**src/rtl/adc_rd_pkg.sv**
```systemverilog
package adc_rd_pkg;

  typedef enum logic [2:0] {
    ST_IDLE,
    ST_SETUP,
    ST_CMD,
    ST_GAP,
    ST_DATA,
    ST_DONE
  } rd_state_t;

endpackage

```
**src/rtl/adc_rd_edge.sv**
```systemverilog
module adc_rd_edge #(
  parameter int SYNC = 2
) (
  input  logic clk,
  input  logic rst_n,
  input  logic drdy_n,
  output logic fall_evt
);

  // chain[0] is the first synchronizer stage; chain[SYNC] is the history bit
  logic [SYNC:0] chain;

  always_ff @(posedge clk or negedge rst_n) begin
    if (!rst_n) chain <= '1;
    else        chain <= {chain[SYNC-1:0], drdy_n};
  end

  assign fall_evt = chain[SYNC] & ~chain[SYNC-1];


  fall_single_chk: assert property (@(posedge clk) disable iff (!rst_n)
    fall_evt |=> !fall_evt);

endmodule

```
**src/rtl/adc_rd_clkdiv.sv**
```systemverilog
module adc_rd_clkdiv #(
  parameter int DIV_W = 16
) (
  input  logic             clk,
  input  logic             rst_n,
  input  logic             en,
  input  logic [DIV_W-1:0] half_div,
  output logic             tick
);

  logic [DIV_W-1:0] cnt;
  logic [DIV_W-1:0] lim;

  function automatic logic [DIV_W-1:0] at_least_one(input logic [DIV_W-1:0] v);
    return (v == '0) ? DIV_W'(1) : v;
  endfunction

  assign lim  = at_least_one(half_div) - DIV_W'(1);
  assign tick = en && (cnt == lim);

  always_ff @(posedge clk or negedge rst_n) begin
    if (!rst_n)       cnt <= '0;
    else if (!en)     cnt <= '0;
    else if (tick)    cnt <= '0;
    else              cnt <= cnt + DIV_W'(1);
  end


  tick_spacing_chk: assert property (@(posedge clk) disable iff (!rst_n)
    (tick && lim != '0 && $stable(half_div)) |=> !tick);

endmodule

```
**src/rtl/adc_rd_fsm.sv**
```systemverilog
module adc_rd_fsm
  import adc_rd_pkg::*;
#(
  parameter int DIV_W   = 16,
  parameter int RES_W   = 24,
  parameter int SHORT_W = 16,
  parameter int CMD_W   = 8,
  parameter logic [CMD_W-1:0] CMD_BYTE = 8'h01
) (
  input  logic             clk,
  input  logic             rst_n,
  input  logic             fall_evt,
  input  logic             tick,
  input  logic             miso,
  input  logic             cs_hold,
  input  logic             bits16,
  input  logic [DIV_W-1:0] cs_setup,
  input  logic [DIV_W-1:0] cmd_gap,
  output logic             div_en,
  output logic             sclk,
  output logic             cs_n,
  output logic             mosi,
  output logic [RES_W-1:0] sample,
  output logic             sample_valid,
  output logic             overrun
);

  localparam int BIT_W = $clog2(RES_W + 1);

  rd_state_t        state;
  logic [DIV_W-1:0] wcnt;
  logic [BIT_W-1:0] bitcnt;
  logic [CMD_W-1:0] cmd_sr;
  logic [RES_W-1:0] shreg;
  logic             hold_q;
  logic             short_q;

  logic             busy;
  logic [DIV_W-1:0] setup_last;
  logic [DIV_W-1:0] gap_last;
  logic             last_bit;

  function automatic logic [DIV_W-1:0] at_least_one(input logic [DIV_W-1:0] v);
    return (v == '0) ? DIV_W'(1) : v;
  endfunction

  function automatic logic [RES_W-1:0] widen(input logic [RES_W-1:0] raw,
                                             input logic             short_rd);
    logic [RES_W-1:0] r;
    if (short_rd) r = {{(RES_W-SHORT_W){raw[SHORT_W-1]}}, raw[SHORT_W-1:0]};
    else          r = raw;
    return r;
  endfunction

  function automatic logic [BIT_W-1:0] data_top(input logic short_rd);
    return short_rd ? BIT_W'(SHORT_W - 1) : BIT_W'(RES_W - 1);
  endfunction

  assign busy       = (state != ST_IDLE);
  assign setup_last = at_least_one(cs_setup) - DIV_W'(1);
  assign gap_last   = at_least_one(cmd_gap) - DIV_W'(1);
  assign last_bit   = (bitcnt == '0);
  assign div_en     = (state == ST_CMD) || (state == ST_DATA);

  always_ff @(posedge clk or negedge rst_n) begin
    if (!rst_n) begin
      state        <= ST_IDLE;
      wcnt         <= '0;
      bitcnt       <= '0;
      cmd_sr       <= '0;
      shreg        <= '0;
      hold_q       <= 1'b0;
      short_q      <= 1'b0;
      sclk         <= 1'b0;
      cs_n         <= 1'b1;
      mosi         <= 1'b0;
      sample       <= '0;
      sample_valid <= 1'b0;
      overrun      <= 1'b0;
    end else begin
      sample_valid <= 1'b0;
      overrun      <= fall_evt && busy;
      unique case (state)
        ST_IDLE: begin
          cs_n <= !cs_hold;
          sclk <= 1'b0;
          mosi <= 1'b0;
          if (fall_evt) begin
            hold_q  <= cs_hold;
            short_q <= bits16 && !cs_hold;
            shreg   <= '0;
            cs_n    <= 1'b0;
            if (cs_hold) begin
              state  <= ST_CMD;
              sclk   <= 1'b1;
              mosi   <= CMD_BYTE[CMD_W-1];
              cmd_sr <= CMD_BYTE << 1;
              bitcnt <= BIT_W'(CMD_W - 1);
            end else begin
              state <= ST_SETUP;
              wcnt  <= '0;
            end
          end
        end
        ST_SETUP: begin
          if (wcnt == setup_last) begin
            state  <= ST_CMD;
            sclk   <= 1'b1;
            mosi   <= CMD_BYTE[CMD_W-1];
            cmd_sr <= CMD_BYTE << 1;
            bitcnt <= BIT_W'(CMD_W - 1);
          end else begin
            wcnt <= wcnt + DIV_W'(1);
          end
        end
        ST_CMD: begin
          if (tick) begin
            if (sclk) begin
              sclk <= 1'b0;
            end else if (last_bit) begin
              state <= ST_GAP;
              wcnt  <= '0;
              mosi  <= 1'b0;
            end else begin
              sclk   <= 1'b1;
              mosi   <= cmd_sr[CMD_W-1];
              cmd_sr <= cmd_sr << 1;
              bitcnt <= bitcnt - BIT_W'(1);
            end
          end
        end
        ST_GAP: begin
          if (wcnt == gap_last) begin
            state  <= ST_DATA;
            sclk   <= 1'b1;
            bitcnt <= data_top(short_q);
          end else begin
            wcnt <= wcnt + DIV_W'(1);
          end
        end
        ST_DATA: begin
          if (tick) begin
            if (sclk) begin
              sclk  <= 1'b0;
              shreg <= {shreg[RES_W-2:0], miso};
              if (last_bit) state <= ST_DONE;
            end else begin
              sclk   <= 1'b1;
              bitcnt <= bitcnt - BIT_W'(1);
            end
          end
        end
        ST_DONE: begin
          state        <= ST_IDLE;
          sample_valid <= 1'b1;
          sample       <= widen(shreg, short_q);
          cs_n         <= !hold_q;
        end
        default: state <= ST_IDLE;
      endcase
    end
  end


  cs_before_sclk_chk: assert property (@(posedge clk) disable iff (!rst_n)
    $rose(sclk) |-> !cs_n);


  mosi_on_rise_chk: assert property (@(posedge clk) disable iff (!rst_n)
    $fell(sclk) |-> $stable(mosi));


  valid_pulse_chk: assert property (@(posedge clk) disable iff (!rst_n)
    sample_valid |=> !sample_valid);


  overrun_keeps_read_chk: assert property (@(posedge clk) disable iff (!rst_n)
    (fall_evt && busy && state != ST_DONE) |=> busy);


  cs_fall_cause_chk: assert property (@(posedge clk) disable iff (!rst_n)
    ($fell(cs_n) && !$past(cs_hold)) |-> $past(fall_evt));


  hold_cs_low_chk: assert property (@(posedge clk) disable iff (!rst_n)
    (busy && hold_q) |-> !cs_n);

endmodule

```
**src/rtl/adc_rdy_reader.sv**
```systemverilog
module adc_rdy_reader #(
  parameter int DIV_W   = 16,
  parameter int RES_W   = 24,
  parameter int SHORT_W = 16,
  parameter int SYNC    = 2
) (
  input  logic             clk,
  input  logic             rst_n,
  input  logic             drdy_n,
  input  logic             miso,
  input  logic             cs_hold,
  input  logic             bits16,
  input  logic [DIV_W-1:0] half_div,
  input  logic [DIV_W-1:0] cs_setup,
  input  logic [DIV_W-1:0] cmd_gap,
  output logic             sclk,
  output logic             cs_n,
  output logic             mosi,
  output logic [RES_W-1:0] sample,
  output logic             sample_valid,
  output logic             overrun
);

  logic fall_evt;
  logic tick;
  logic div_en;

  adc_rd_edge #(.SYNC(SYNC)) u_edge (
    .clk      (clk),
    .rst_n    (rst_n),
    .drdy_n   (drdy_n),
    .fall_evt (fall_evt)
  );

  adc_rd_clkdiv #(.DIV_W(DIV_W)) u_div (
    .clk      (clk),
    .rst_n    (rst_n),
    .en       (div_en),
    .half_div (half_div),
    .tick     (tick)
  );

  adc_rd_fsm #(
    .DIV_W   (DIV_W),
    .RES_W   (RES_W),
    .SHORT_W (SHORT_W),
    .CMD_W   (8),
    .CMD_BYTE(8'h01)
  ) u_fsm (
    .clk          (clk),
    .rst_n        (rst_n),
    .fall_evt     (fall_evt),
    .tick         (tick),
    .miso         (miso),
    .cs_hold      (cs_hold),
    .bits16       (bits16),
    .cs_setup     (cs_setup),
    .cmd_gap      (cmd_gap),
    .div_en       (div_en),
    .sclk         (sclk),
    .cs_n         (cs_n),
    .mosi         (mosi),
    .sample       (sample),
    .sample_valid (sample_valid),
    .overrun      (overrun)
  );

endmodule

```
**config.mk**
```make
export PLATFORM = sky130hd
export DESIGN_NAME = adc_rdy_reader
export DESIGN_NICKNAME = d
export VERILOG_FILES = /design/src/rtl/adc_rd_pkg.sv /design/src/rtl/adc_rd_edge.sv /design/src/rtl/adc_rd_clkdiv.sv /design/src/rtl/adc_rd_fsm.sv /design/src/rtl/adc_rdy_reader.sv
export SDC_FILE = /design/constraint.sdc
export NUM_CORES = 1
export LEC_CHECK = 0
export ABC_AREA = 1
export BUFFER_PORTS_ARGS = -buffer_cell sky130_fd_sc_hd__buf_2
export CAP_MARGIN = 20
export CORE_ASPECT_RATIO = 1.5
export CORE_UTILIZATION = 56
export CTS_CLUSTER_DIAMETER = 150
export CTS_CLUSTER_SIZE = 30
export DETAILED_ROUTE_END_ITERATION = 6
export PLACE_DENSITY = 0.88
export SYNTH_ARGS = -nofsm -noshare
export SYNTH_HDL_FRONTEND = slang
export SYNTH_SLANG_ARGS = --single-unit
```
**constraint.sdc**
```tcl
create_clock -name clk -period 2.5 [get_ports clk]
set_input_delay 0.25 -clock clk [delete_from_list [all_inputs] [get_ports clk]]
set_output_delay 0.25 -clock clk [all_outputs]
set_load 0.005 [all_outputs]
```
# Word-level counts from Yosys, hierarchy flattened

Cells that the tools add are included.
Widths: inputs -> output; s select.

Register bits after elaboration: 106
Input bits: 54
Output and inout bits: 29
Word-level logic and storage cells: 136

$add $sub $neg: 6
Eq/ne operators: 23
Mux-type cells: 65
Bitwise operators: 2
Reduce and logical (&&, ||, !) cells: 25

Operator list:

| kind                  | count |
|---|---|
| $mux 16               | 12 |
| $mux 24               | 4 |
| $pmux 16 s4           | 1 |
| $mux 5                | 10 |
| $eq 16x16->1          | 3 |
| $logic_not 16->1      | 3 |
| $mux 8                | 6 |
| $pmux 24 s2           | 1 |
| $sub 16x1->16 const B | 3 |
| $add 16x1->16 const B | 2 |
| $mux 3                | 9 |
| $pmux 5 s5            | 1 |
| $pmux 8 s3            | 1 |
| $ne 2x2->1 const B    | 9 |
| $mux 1                | 15 |
| $pmux 3 s5            | 1 |
| $ne 2x1->1 const B    | 6 |
| $reduce_and 10->1     | 1 |
| $reduce_and 9->1      | 1 |
| $reduce_and 4->1      | 2 |
| $reduce_and 8->1      | 1 |
| $reduce_and 7->1      | 1 |
| $eq 3x2->1 const B    | 2 |
| $eq 3x3->1 const B    | 2 |
| 19 further kinds      | 24 |

# Depth between registers and ports, before layout

Depth in word-level cells: 7
Mapped depth: 25
Mapped depth without buffers: 25

# Cells and area by module

From an unflattened synthesis, not the netlist that was laid out.

Cell total of the unflattened synthesis: 1,086
Area, all modules: 7,499.7 um2

By module, submodules not included:

| module        | instances | cells an instance | area an instance (um2) | seq. area each (um2) |
|---|---|---|---|---|
| adc_rd_fsm    | 1         | 751               | 5,357.6                | 2,153.3 |
| adc_rd_clkdiv | 1         | 330               | 2,053.2                | 400.4 |
| adc_rd_edge   | 1         | 5                 | 88.8                   | 78.8 |

# Worst setup path before layout

No wires, ideal clock.

Kind: in2reg
Start point: in half_div[3]
End point: reg u_fsm.shreg[0]
Setup time: 0.133 ns
Data arrival time: 2.467 ns
Required time: 2.367 ns
Slack: -0.100 ns
Stages: 20
Path buffers: 2
Cell sequence: nor2_2 -> nand2_1 -> nor2_1 -> nand2_4 -> nand2_2 -> inv_2 -> ha_1 -> xnor2_1 -> xor2_1 -> nand2_1 -> nor3_1 -> nand3_1 -> nor2_4 -> nand2_2 -> nand2_1 -> nand2_1 -> buf_2 -> buf_2 -> nand2_1 -> o21ai_0

Longest elaborated chain between the ends: 7

Ends and longest elaborated chain:

| item                         | RTL line             | text |
|---|---|---|
| start, declared              | adc_rdy_reader.sv:13 | `input logic [DIV_W-1:0] half_div,` |
| $logic_not 16->1             | adc_rd_clkdiv.sv:15  | `return (v == '0) ? DIV_W'(1) : v;` |
| $mux 16 *                    | adc_rd_clkdiv.sv:15  |  |
| $sub 16x1->16 *              | adc_rd_clkdiv.sv:18  | `assign lim = at_least_one(half_div) - DIV_W'(1);` |
| $eq 16x16->1 *               | adc_rd_clkdiv.sv:19  | `assign tick = en && (cnt == lim);` |
| $logic_and 1x1->1 *          | adc_rd_clkdiv.sv:19  |  |
| $ne 2x2->1 (no line) *       | --                   |  |
| $reduce_and 4->1 (no line) * | --                   |  |
| end signal, assigned         | adc_rd_fsm.sv:145    | `shreg <= {shreg[RES_W-2:0], miso};` |
| end, declared                | adc_rd_fsm.sv:34     | `logic [RES_W-1:0] shreg;` |

Every way passes the cells marked *; elsewhere a longest branch is shown, timed or not.
A chain may end at the register's enable or synchronous reset.

# Worst setup path after layout

Start point: in cmd_gap[1]
End point: reg u_fsm.bitcnt[4]

Longest elaborated chain between the ends: 6

Ends and longest elaborated chain:

| item                          | RTL line             | text |
|---|---|---|
| start, declared               | adc_rdy_reader.sv:15 | `input logic [DIV_W-1:0] cmd_gap,` |
| $logic_not 16->1              | adc_rd_fsm.sv:44     | `return (v == '0) ? DIV_W'(1) : v;` |
| $mux 16 *                     | adc_rd_fsm.sv:44     |  |
| $sub 16x1->16 *               | adc_rd_fsm.sv:61     | `assign gap_last = at_least_one(cmd_gap) - DIV_W'(1);` |
| $eq 16x16->1 *                | adc_rd_fsm.sv:133    | `if (wcnt == gap_last) begin` |
| $ne 2x1->1 (no line) *        | --                   |  |
| $reduce_and 10->1 (no line) * | --                   |  |
| end signal, assigned          | adc_rd_fsm.sv:128    | `bitcnt <= bitcnt - BIT_W'(1);` |
| end signal, assigned          | adc_rd_fsm.sv:136    | `bitcnt <= data_top(short_q);` |
| end signal, assigned          | adc_rd_fsm.sv:149    | `bitcnt <= bitcnt - BIT_W'(1);` |
| end, declared                 | adc_rd_fsm.sv:32     | `logic [BIT_W-1:0] bitcnt;` |

Marked as above.

==> results.md <==
- Outcome: completed
- Setup_tns: 0 ns
- Final ANT Viol Nets: 0
- H-tree depth: 3
- Slew Limit Fails: 0
- Register bit total from synthesis: 105
- Critical Path End Type: flip-flop
- Max Clock Skew: 0.0105 ns
- Post-Syn Nets: 1084
- Final min period: 2.41 ns
- Reg power frac: 33.3%
- Vias per Instance: 5.44
- PnR worst setup slack: 0.0884 ns
- First-pass GRT wire length: 30.3 mm
- Number of flops mapped to enable cells by yosys: 0
- Mapped Area: 7070 sq um
- Chip width: 93.8 um
- DR pass1 iterations: 6
- DR vias: 7431
- Hold Crit Class: in2reg
- Post-synthesis sequential area ratio: 37.2%
- Synth area leaders: dfrtp_1 (36%), nand2_1 (19%), nor2_1 (6.4%)
- Clock sinks: 105
- Core area: 12100 sq um
- CTS tree: yes
- DRC viols: 0
- Clock latency at the later pin of the worst-skew pair: 0.36 ns
- Half-perimeter wire length after placement: 13.8 mm
- Internal: 3.75 mW
- Clock group share of total power: 20.6%
- CP startpoint kind: input pin
- I/O pin total: 83
- Combinational share of power: 46.1%
- Number of global-route vias before repair: 7018
- Distinct cells, synth: 43
- CP max FO: 4
- Leakage power: 4.59 nW
- Worst-Margin Slew: 0.658 ns
- Final core occ: 74.2%
- FILL cells: 858
- Required @ worst endpoint: 2.79 ns
- Slowest-stage cell, CP: xnor2_2
- Setup CP Type: in2reg
- Switching Fraction: 41.3%
- Max Cap Violations: 0
- Number of port buffers: 82
- Worst path bufs/invs: 4
- Final Power: 6.38 mW
- Initial antenna violation count: 0
- Fmax: 415 MHz
- Period utilisation layout: 96.5%
- Row cnt: 49
- Layout area overhead: 27.3%
- Layout Nets: 1269
- Die Footprint: 13100 sq um
- Ant diodes: 0
- Setup-failing EPs final: 0
- Synth Instances: 1023
- Commonest non-fill, non-tap cell in the layout: nand2_1
- Pin count of the biggest net entering global routing: 55
- Mean Syn Cell Area: 6.92 sq um
- Post-synth top area cell: dfrtp_1
- Ys Warns: 0
- CP Cell Sequence: buf_2 -> nor2_1 -> nand2_2 -> nor2_2 -> nand2_2 -> nand2_1 -> inv_2 -> ha_4 -> xnor2_2 -> xor2_1 -> inv_1 -> nand3_1 -> nor2_1 -> nand2_1 -> nor2_2 -> nand2_1 -> nand2_2 -> nand2_2 -> nor2_4 -> buf_6 -> nand3_1 -> nand2_1
- Worst VDD drop: 728 uV
- Critical path's top delay family: simple AND/OR/NAND/NOR gates
- Final Hold Viols: 0
- Ys async rst share: 100%
- Starting Density: 58.3%
- GP Congestion: 0.947
- WL final: 19.4 mm
- Place WS: -0.310 ns
- Starting DRC count in detailed routing: 478
- Layout cell share with drive strength beyond 1: 25.4%
- Worst hold slack: 0.152 ns
- Worst slew margin: 56.1%
- All-layer global routing usage: 29.1%
- Number of buffers created by CTS: 9
- Net Switching: 2.64 mW
- Grt total ovfl: 0
- Worst path arrival time: 2.71 ns
- Root Driver: clkbuf_16
- Die height: 140 um
- Most frequent cells in the layout: nand2_1 (339), buf_4 (105), inv_1 (102)
- Top FF cell, synth: dfrtp_1
- Area share of the leading cell type in the synthesized netlist: 35.7%
- Pwr/cell area: 709 nW/um^2
- CP max stage delay: 0.22 ns
- Reg clk slew, reported paths: 0.07 ns
- Routed WL per cell: 14.2 um
- Clk buf depth: 2
==> flip-flops by register name, indices dropped and copies added, names as in the netlist, 3 cells and up <==
signal	cells
u_div.cnt	16
u_edge.chain	3
u_fsm.bitcnt	5
u_fsm.cmd_sr	7
u_fsm.sample	24
u_fsm.shreg	24
u_fsm.state	3
u_fsm.wcnt	16
==> power by group through the flow <==
stage          registers [mW]  clock network [mW]  logic, mW
6_report                 2.13                1.32       2.94
5_1_grt                  2.15                1.39       3.21
4_1_cts                  2.12                1.33       2.67
3_5_place_dp             2.14                   0       2.59
3_3_place_gp             2.14                   0       2.54
2_1_floorplan            2.10                   0       1.64
==> cell families (layout without fill, tap and decap cells) <==
group	Yosys count	count (layout)	share of synthesized area, %
XOR/XNOR	64	64	8.42
AO/OA/AOI/OAI	81	81	6.61
flip-flops	105	105	37.2
AND/OR/NAND/NOR	634	634	39.1
adder cells (fa/ha/maj)	7	7	1.24
buffers and inverters	132	322	7.46
==> Yosys cell counts, types with 4 or more instances <==
library cell,n
nor2_2,14
inv_1,104
dfstp_2,4
dfrtp_1,101
nor2_4,4
nand4_1,15
nor4_1,6
nor2_1,120
nand2_2,9
o22ai_1,4
buf_2,8
o21ai_0,36
nor3_1,19
xor2_1,43
xnor2_1,18
clkbuf_1,10
ha_1,7
nand2_1,353
nand3b_1,8
a21oi_1,6
nand3_1,67
o21ai_1,20
o21a_1,8
nand2_4,5
==> per-stage QoR <==
| step | cells | area (sq um) |
|---|---|---|
| after floorplan | 1023 | 7130 |
| after global routing | 1366 | 9000 |
| after CTS | 1360 | 8720 |
| final | 1366 | 9000 |
| after global placement | 1342 | 8430 |
| after detailed placement | 1342 | 8430 |
==> worst reg2reg max path, stage by stage (launching register included) <==
cell     delay, ns
dfrtp_1       0.51
nor3_4        0.27
inv_2         0.14
nand2_4       0.15
nand4_1       0.13
nor2_1        0.14
nand3_1       0.14
nor2_4        0.13
nand2_2       0.11
nand2_4       0.10
nand2_4       0.06
nor2_4        0.15
buf_6         0.13
nand2_1       0.08
nand2_1       0.09
==> per-layer routing <==
| layer | global-route usage (%) | wire, um |
|---|---|---|
| met1 | 31.3 | 7040 |
| met2 | 52.9 | 10300 |
| met3 | 3.83 | 975 |
| met4 | 17.7 | 1070 |
| met5 | 0 | 0 |
==> worst paths after layout <==
path / startpoint / depth (start not counted) / slack, ns / to
min in group asynchronous: rst_n / 2 / 0.47 / u_fsm.sample[19]
max reg2reg: u_fsm.state[2] / 14 / 0.12 / u_fsm.wcnt[0]
max in group asynchronous: rst_n / 3 / 1.18 / u_fsm.wcnt[2]
min reg2reg: u_edge.chain[0] / 0 / 0.36 / u_edge.chain[1]
min: bits16 / 3 / 0.15 / u_fsm.short_q
max: cmd_gap[1] / 22 / 0.09 / u_fsm.bitcnt[4]
==> area by class of cell <==
cell class | instances | area, sq um | share of cell area (%)
Tap cell | 153 | 191 | 2.13
Clock inverter | 6 | 42.5 | 0.473
Inverter | 110 | 413 | 4.59
Timing Repair Buffer | 196 | 1340 | 14.8
Sequential cell | 105 | 2630 | 29.2
Clock buffer | 10 | 229 | 2.54
Multi-Input combinational cell | 786 | 4160 | 46.2
==> repair_timing <==
| item | CTS | global route |
|---|---|---|
| cloned | 0 | 1 |
| gates resized for setup | 1 | 67 |
| hold buffers | 2 | 0 |
| hold endpoints to repair | 51 | 0 |
| pin swaps | 0 | 24 |
| setup buffers | 0 | 5 |
| endpoints found under the setup margin | 1 | 61 |
Note: power is estimated with default switching activity, not from simulation.
